===== config.mk =====
export PLATFORM = sky130hd
export DESIGN_NAME = hpt_walker
export DESIGN_NICKNAME = d
export VERILOG_FILES = /design/src/rtl/hpt_pkg.sv /design/src/rtl/hpt_hash.sv /design/src/rtl/hpt_match.sv /design/src/rtl/hpt_walker.sv
export SDC_FILE = /design/constraint.sdc
export NUM_CORES = 1
export LEC_CHECK = 0
export ABC_AREA = 1
export CORE_ASPECT_RATIO = 1.2
export CORE_MARGIN = 1.5
export CORE_UTILIZATION = 50
export DETAILED_ROUTE_END_ITERATION = 10
export HOLD_SLACK_MARGIN = 0.12
export PLACE_DENSITY_LB_ADDON = 0.3
export SLEW_MARGIN = 20
export SYNTH_ARGS = -nofsm -noshare
export SYNTH_HDL_FRONTEND = slang
export SYNTH_SLANG_ARGS = --single-unit
export TNS_END_PERCENT = 50

===== constraint.sdc =====
create_clock -name clk -period 4.2 [get_ports clk]
set_input_delay 0.42 -clock clk [delete_from_list [all_inputs] [get_ports clk]]
set_output_delay 0.42 -clock clk [all_outputs]
set_load 0.05 [all_outputs]

===== src/rtl/hpt_pkg.sv =====
package hpt_pkg;
   localparam int WORD_W    = 32;
   localparam int PAGE_LOG2 = 12;
   localparam int SEG_LOG2  = 28;
   localparam int W0_VALID  = 31;
   localparam int W1_REF    = 8;
   localparam int W1_CHG    = 7;
   localparam int W1_OFS    = 4;
   localparam int REF_OFS   = 6;
   localparam int CHG_OFS   = 7;

   typedef enum logic [2:0] {
      ST_IDLE, ST_RD_W0, ST_RD_W1, ST_SET_REF, ST_SET_CHG, ST_FIN
   } walk_st_t;
endpackage


===== src/rtl/hpt_hash.sv =====
module hpt_hash #(
   parameter int ADDR_W   = 32,
   parameter int VSID_W   = 24,
   parameter int HASH_W   = 19,
   parameter int PIDX_W   = 16,
   parameter int GRP_LOG2 = 6
) (
   input  logic [VSID_W-1:0] vsid,
   input  logic [PIDX_W-1:0] pidx,
   input  logic              sec,
   input  logic [ADDR_W-1:0] mask,
   output logic [ADDR_W-1:0] grp_off
);
   logic [HASH_W-1:0] hash;
   logic [ADDR_W-1:0] hash_x;

   generate
      if (HASH_W < PIDX_W) begin : g_bad_hash
         $error("hpt_hash: HASH_W must cover the page index");
      end
      if (HASH_W + GRP_LOG2 > ADDR_W) begin : g_bad_addr
         $error("hpt_hash: shifted hash exceeds address width");
      end
      if (HASH_W > VSID_W) begin : g_bad_vsid
         $error("hpt_hash: HASH_W exceeds segment identifier width");
      end
   endgenerate

   assign hash    = vsid[HASH_W-1:0] ^ HASH_W'(pidx);
   assign hash_x  = sec ? ~ADDR_W'(hash) : ADDR_W'(hash);
   assign grp_off = (hash_x << GRP_LOG2) & mask;
endmodule


===== src/rtl/hpt_match.sv =====
module hpt_match #(
   parameter int WORD_W = 32,
   parameter int VSID_W = 24,
   parameter int API_W  = 6
) (
   input  logic [WORD_W-1:0] word0,
   input  logic [VSID_W-1:0] vsid,
   input  logic [API_W-1:0]  api,
   input  logic              sec,
   output logic              hit
);
   generate
      if (2 + VSID_W + API_W != WORD_W) begin : g_bad_layout
         $error("hpt_match: entry word 0 fields do not fill the word");
      end
   endgenerate

   assign hit = word0[WORD_W-1]
             && (word0[API_W] == sec)
             && (word0[WORD_W-2 -: VSID_W] == vsid)
             && (word0[API_W-1:0] == api);
endmodule


===== src/rtl/hpt_walker.sv =====
module hpt_walker
   import hpt_pkg::*;
#(
   parameter int ADDR_W        = 32,
   parameter int EA_W          = 32,
   parameter int VSID_W        = 24,
   parameter int HASH_W        = 19,
   parameter int GROUP_ENTRIES = 8,
   parameter int ENTRY_BYTES   = 8
) (
   input  logic              clk,
   input  logic              rst_n,
   input  logic              start,
   input  logic              is_store,
   input  logic [VSID_W-1:0] seg_vsid,
   input  logic [EA_W-1:0]   eff_addr,
   input  logic [ADDR_W-1:0] tbl_base,
   input  logic [ADDR_W-1:0] tbl_mask,
   output logic              mem_req,
   output logic              mem_we,
   output logic [ADDR_W-1:0] mem_addr,
   output logic [7:0]        mem_wdata,
   input  logic [WORD_W-1:0] mem_rdata,
   input  logic              mem_ack,
   output logic              busy,
   output logic              done,
   output logic              found,
   output logic [ADDR_W-1:0] pte_off,
   output logic [WORD_W-1:0] pte_w0,
   output logic [WORD_W-1:0] pte_w1,
   output logic [ADDR_W-1:0] real_addr
);
   localparam int PIDX_W   = SEG_LOG2 - PAGE_LOG2;
   localparam int API_W    = WORD_W - 2 - VSID_W;
   localparam int IDX_W    = $clog2(GROUP_ENTRIES);
   localparam int ENT_LOG2 = $clog2(ENTRY_BYTES);
   localparam int GRP_LOG2 = $clog2(GROUP_ENTRIES * ENTRY_BYTES);
   localparam logic [IDX_W-1:0] LAST_IDX = IDX_W'(GROUP_ENTRIES - 1);

   generate
      if (EA_W < SEG_LOG2) begin : g_bad_ea
         $error("hpt_walker: effective address narrower than a segment");
      end
      if (ADDR_W < WORD_W) begin : g_bad_pa
         $error("hpt_walker: address narrower than entry word");
      end
      if ((1 << GRP_LOG2) != GROUP_ENTRIES * ENTRY_BYTES) begin : g_bad_grp
         $error("hpt_walker: group size must be a power of two");
      end
      if (ENTRY_BYTES < CHG_OFS + 1) begin : g_bad_ent
         $error("hpt_walker: entry too small for status bytes");
      end
   endgenerate

   walk_st_t                st_q;
   logic [VSID_W-1:0]       vsid_q;
   logic [PIDX_W-1:0]       pidx_q;
   logic [PAGE_LOG2-1:0]    poff_q;
   logic                    store_q;
   logic                    pass_q;
   logic [IDX_W-1:0]        idx_q;
   logic                    found_q;
   logic [ADDR_W-1:0]       off_q;
   logic [WORD_W-1:0]       w0_q, w1_q;

   logic [ADDR_W-1:0]       grp_off;
   logic [ADDR_W-1:0]       entry_off;
   logic                    hit;

   hpt_hash #(
      .ADDR_W(ADDR_W), .VSID_W(VSID_W), .HASH_W(HASH_W),
      .PIDX_W(PIDX_W), .GRP_LOG2(GRP_LOG2)
   ) u_hash (
      .vsid(vsid_q), .pidx(pidx_q), .sec(pass_q),
      .mask(tbl_mask), .grp_off(grp_off)
   );

   hpt_match #(
      .WORD_W(WORD_W), .VSID_W(VSID_W), .API_W(API_W)
   ) u_match (
      .word0(mem_rdata), .vsid(vsid_q), .api(pidx_q[PIDX_W-1 -: API_W]),
      .sec(pass_q), .hit(hit)
   );

   assign entry_off = grp_off + (ADDR_W'(idx_q) << ENT_LOG2);

   always_ff @(posedge clk) begin
      if (!rst_n) begin
         st_q    <= ST_IDLE;
         vsid_q  <= '0;
         pidx_q  <= '0;
         poff_q  <= '0;
         store_q <= 1'b0;
         pass_q  <= 1'b0;
         idx_q   <= '0;
         found_q <= 1'b0;
         off_q   <= '0;
         w0_q    <= '0;
         w1_q    <= '0;
      end else begin
         case (st_q)
            ST_IDLE: if (start) begin
               vsid_q  <= seg_vsid;
               pidx_q  <= eff_addr[SEG_LOG2-1:PAGE_LOG2];
               poff_q  <= eff_addr[PAGE_LOG2-1:0];
               store_q <= is_store;
               pass_q  <= 1'b0;
               idx_q   <= '0;
               found_q <= 1'b0;
               st_q    <= ST_RD_W0;
            end
            ST_RD_W0: if (mem_ack) begin
               w0_q <= mem_rdata;
               if (hit) begin
                  off_q <= entry_off;
                  st_q  <= ST_RD_W1;
               end else if (idx_q == LAST_IDX) begin
                  idx_q <= '0;
                  if (!pass_q) pass_q <= 1'b1;
                  else         st_q   <= ST_FIN;
               end else begin
                  idx_q <= idx_q + 1'b1;
               end
            end
            ST_RD_W1: if (mem_ack) begin
               w1_q    <= mem_rdata;
               found_q <= 1'b1;
               if (!mem_rdata[W1_REF])                  st_q <= ST_SET_REF;
               else if (store_q && !mem_rdata[W1_CHG])  st_q <= ST_SET_CHG;
               else                                     st_q <= ST_FIN;
            end
            ST_SET_REF: if (mem_ack) begin
               st_q <= (store_q && !w1_q[W1_CHG]) ? ST_SET_CHG : ST_FIN;
            end
            ST_SET_CHG: if (mem_ack) st_q <= ST_FIN;
            default: st_q <= ST_IDLE;
         endcase
      end
   end

   always_comb begin
      mem_req   = 1'b1;
      mem_we    = 1'b0;
      mem_wdata = 8'h00;
      mem_addr  = tbl_base + off_q;
      case (st_q)
         ST_RD_W0:   mem_addr = tbl_base + entry_off;
         ST_RD_W1:   mem_addr = tbl_base + off_q + ADDR_W'(W1_OFS);
         ST_SET_REF: begin
            mem_we    = 1'b1;
            mem_addr  = tbl_base + off_q + ADDR_W'(REF_OFS);
            mem_wdata = w1_q[15:8] | 8'h01;
         end
         ST_SET_CHG: begin
            mem_we    = 1'b1;
            mem_addr  = tbl_base + off_q + ADDR_W'(CHG_OFS);
            mem_wdata = w1_q[7:0] | 8'h80;
         end
         default:    mem_req = 1'b0;
      endcase
   end

   assign busy      = (st_q != ST_IDLE);
   assign done      = (st_q == ST_FIN);
   assign found     = found_q;
   assign pte_off   = off_q;
   assign pte_w0    = w0_q;
   assign pte_w1    = w1_q;
   assign real_addr = ADDR_W'({w1_q[WORD_W-1:PAGE_LOG2], poff_q});
endmodule


==> flow_summary.toml <==
[min_path]
hold_path.class = "flip-flop to flip-flop"

[synth]
synth_enable_flop_cells = 0
syn_avg_cell_area_um2 = 6.05
syn-cell-area_mm2 = 0.0120
synth-seq-cells = 154
synthFlopType = "dfxtp_1"
synth_area_leaders = "dfxtp_1 (26%), nand2_1 (15%), nor2_1 (10%), o21ai_0 (7.6%), inv_1 (7.0%)"
synth_commonest_cells = "nand2_1 (472), nor2_1 (324), inv_1 (224)"
async_flop_share_pct = 0
yosysUniqueCellTypes = 53
synth.most_common_cell = "nand2_1"
yosysSeqAreaShare_pct = 25.6
yosys.area.top_type = "dfxtp_1"
synth_top_area_share_pct = 25.6
postSynthCellCount = 1990
yosysWarnings = 0

[grt]
antenna_found_initial = 0
grt_max_degree = 68
grt_pass1_vias = 14700
grt_use_total_pct = 42.5
grt_pass1_wl_um = 80400
grt-ovfl-total = 0

[routing]
postRouteAntennaNets = 0
drt_first_pass_iters = 6
drt_iter0_drc = 1151
wl_um = 53300
vias = 15000
wire_per_inst_um = 20.2
drc = 0
routed_via_density = 5.71

[critical_path]
crit_chain = "inv_1, o21ai_0, a21oi_1, buf_4, ha_1, a21oi_1, o21ai_1, a21oi_1, nand3_2, a21o_1, a21boi_0, nand2_1, nand2_1, nor2_1, nor2_1, nand2_1, buf_12"
crit_fanout = 7
critPathKind = "flip-flop to output port"
cp.required_ns = 3.78
cp_top_family = "compound AO/OA/AOI/OAI gates"
path_buf_inv = 3
critPathMaxStageDelay_ns = 0.43
crit_arrival_ns = 3.66
worst_path_max_delay_cell = "dfxtp_4"
end_kind = "output port"
critPathLaunchType = "flip-flop"

[sta]
drv_slew = 0
finalClockSkew_ns = 0.0158
max_slew_margin_pct = 43.7
max_freq_mhz = 245
tightest_slew_ns = 0.843
period_share_pct = 97.2
hold_viol_final = 0
setup_slack_ns = 0.116
period_needed_ns = 4.08
finalSetupViolCount = 0

[place]
place.gp.congestion = 0.963
dp_hpwl_um = 41300
portBuffers = 316
dp_slack_ns = -0.0126

[cts]
clkTransAtPathRegs_ns = 0.07
cts_root_buffer = "clkbuf_16"
htree_levels = 4
insertion_delay_ns = 0.45
cts_max_path_buffers = 2
cts_tree = "done"
cts.sinks = 154
ctsHoldBuffers = 0
cts_buffers = 17

[power]
leakage_nw = 7.73
irDropWorstVdd_v = 0.000540
powerDensity_mw_per_mm2 = 607
finalPower_w = 0.0101

[floorplanning]
io_pins = 330
coreArea_mm2 = 0.0238
die_w_um = 145
start_util_pct = 50.6
dieArea_mm2 = 0.0250
rows = 62
die_height_um = 173

[cells_and_area]
num_antenna_cells = 0
syn_to_final_growth_pct = 38.0
fill_cells = 1990
nets = 2524
drive_gt1_share_pct = 9.07

[status]
status = "complete, no violations"

[job]
cap_violations = 0
==> power by group <==
part           internal [W]  switching [W]  total (W)
combinational       0.00225        0.00419    0.00644
sequential          0.00178       0.000277    0.00206
clock              0.000812       0.000794    0.00161
total               0.00484        0.00526     0.0101
==> sequential cells by signal, indices dropped and copies added (netlist names) <==
register / cells
pte_off: 29
pidx_q: 16
vsid_q: 24
poff_q: 12
pass_q: 1
found: 1
st_q: 3
pte_w1: 32
idx_q: 3
store_q: 1
pte_w0: 32
==> what timing repair did <==
item	in CTS	in global routing
endpoints found under the setup margin	5	22
gates resized for setup	5	37
setup buffers	0	2
pin swaps	0	2
==> metrics by stage <==
step | TNS (ns) | hold WS, ns | cells | cell area, µm² | utilization [%]
2_1_floorplan | 0 | 0.440 | 1992 | 12100 | -
3_3_place_gp | 0 | 0.448 | 2601 | 15900 | 66.7
3_5_place_dp | -0.0126 | 0.461 | 2601 | 15900 | 66.7
4_1_cts | 0 | 0.472 | 2633 | 16500 | 69.2
5_1_grt | -0.0238 | 0.511 | 2635 | 16600 | 69.8
6_report | 0 | 0.478 | 2635 | 16600 | 69.8
==> per-layer routing <==
layer	up-vias	GRT usage (%)	share of wire (%)
met5	-	0	0
met1	6904	46.8	36
met4	0	27.4	7.5
li1	7046	-	-
met2	855	73.2	48
met3	234	8.72	8.4
==> area by class of cell <==
| class | count | area (µm²) | share of cell area (%) |
|---|---|---|---|
| tap | 320 | 400 | 2.41 |
| sequential | 154 | 3090 | 18.6 |
| clock inverter | 14 | 148 | 0.888 |
| multi-input combinational | 1525 | 7850 | 47.2 |
| inverter | 231 | 867 | 5.21 |
| timing repair buffer | 373 | 3840 | 23.1 |
| clock buffer | 18 | 439 | 2.64 |
==> cell families after synthesis <==
logic type               after synthesis  synth area share, %
other                                  1               0.0311
AND/OR/NAND/NOR                      989                 34.0
buffers and inverters                313                 10.5
AO/OA/AOI/OAI                        401                 17.9
multiplexers                           1               0.0831
XOR/XNOR                              66                 4.92
flip-flops                           154                 25.6
adder cells (fa/ha/maj)               65                 6.88
==> worst reg2reg max path, cell delays in order (launching register included) <==
cell and delay, ns:
dfxtp_1 0.38, inv_1 0.10, nor3_2 0.10, buf_4 0.33
inv_1 0.35, nor2_2 0.22, inv_1 0.39, nand2_1 0.34
nand3_1 0.21, a211oi_1 0.30
==> final timing paths <==
path / from / end / cells after the start / slack [ns]
worst max-delay path: pass_q$_SDFFE_PN0P_ / mem_addr[29] / 17 / 0.12
worst min-delay path: store_q$_SDFFE_PN0P_ / store_q$_SDFFE_PN0P_ / 2 / 0.48
worst max register to register: st_q[0]$_SDFFE_PN0P_ / pass_q$_SDFFE_PN0P_ / 9 / 1.36
worst min register to register: store_q$_SDFFE_PN0P_ / store_q$_SDFFE_PN0P_ / 2 / 0.48
==> placed cells by master (no fill, tap or decap), types with 7 or more instances in the layout <==
| cell | Yosys | layout |
|---|---|---|
| nand2_1 | 472 | 461 |
| nor2_1 | 324 | 314 |
| clkdlybuf4s50_1 | 0 | 284 |
| inv_1 | 224 | 224 |
| o21ai_0 | 183 | 182 |
| a21oi_1 | 160 | 158 |
| dfxtp_1 | 154 | 151 |
| nand3_1 | 93 | 90 |
| buf_4 | 25 | 61 |
| ha_1 | 63 | 58 |
| xnor2_1 | 33 | 31 |
| nand4_1 | 31 | 31 |
| xor2_1 | 31 | 29 |
| buf_12 | 0 | 26 |
| nor2_2 | 14 | 22 |
| nand2_2 | 9 | 20 |
| nor3_1 | 21 | 20 |
| clkbuf_16 | 0 | 17 |
| o21bai_1 | 9 | 9 |
| inv_2 | 6 | 7 |
| o21ai_1 | 6 | 7 |
| or2_2 | 7 | 7 |
(Power assumes the default switching activity.)
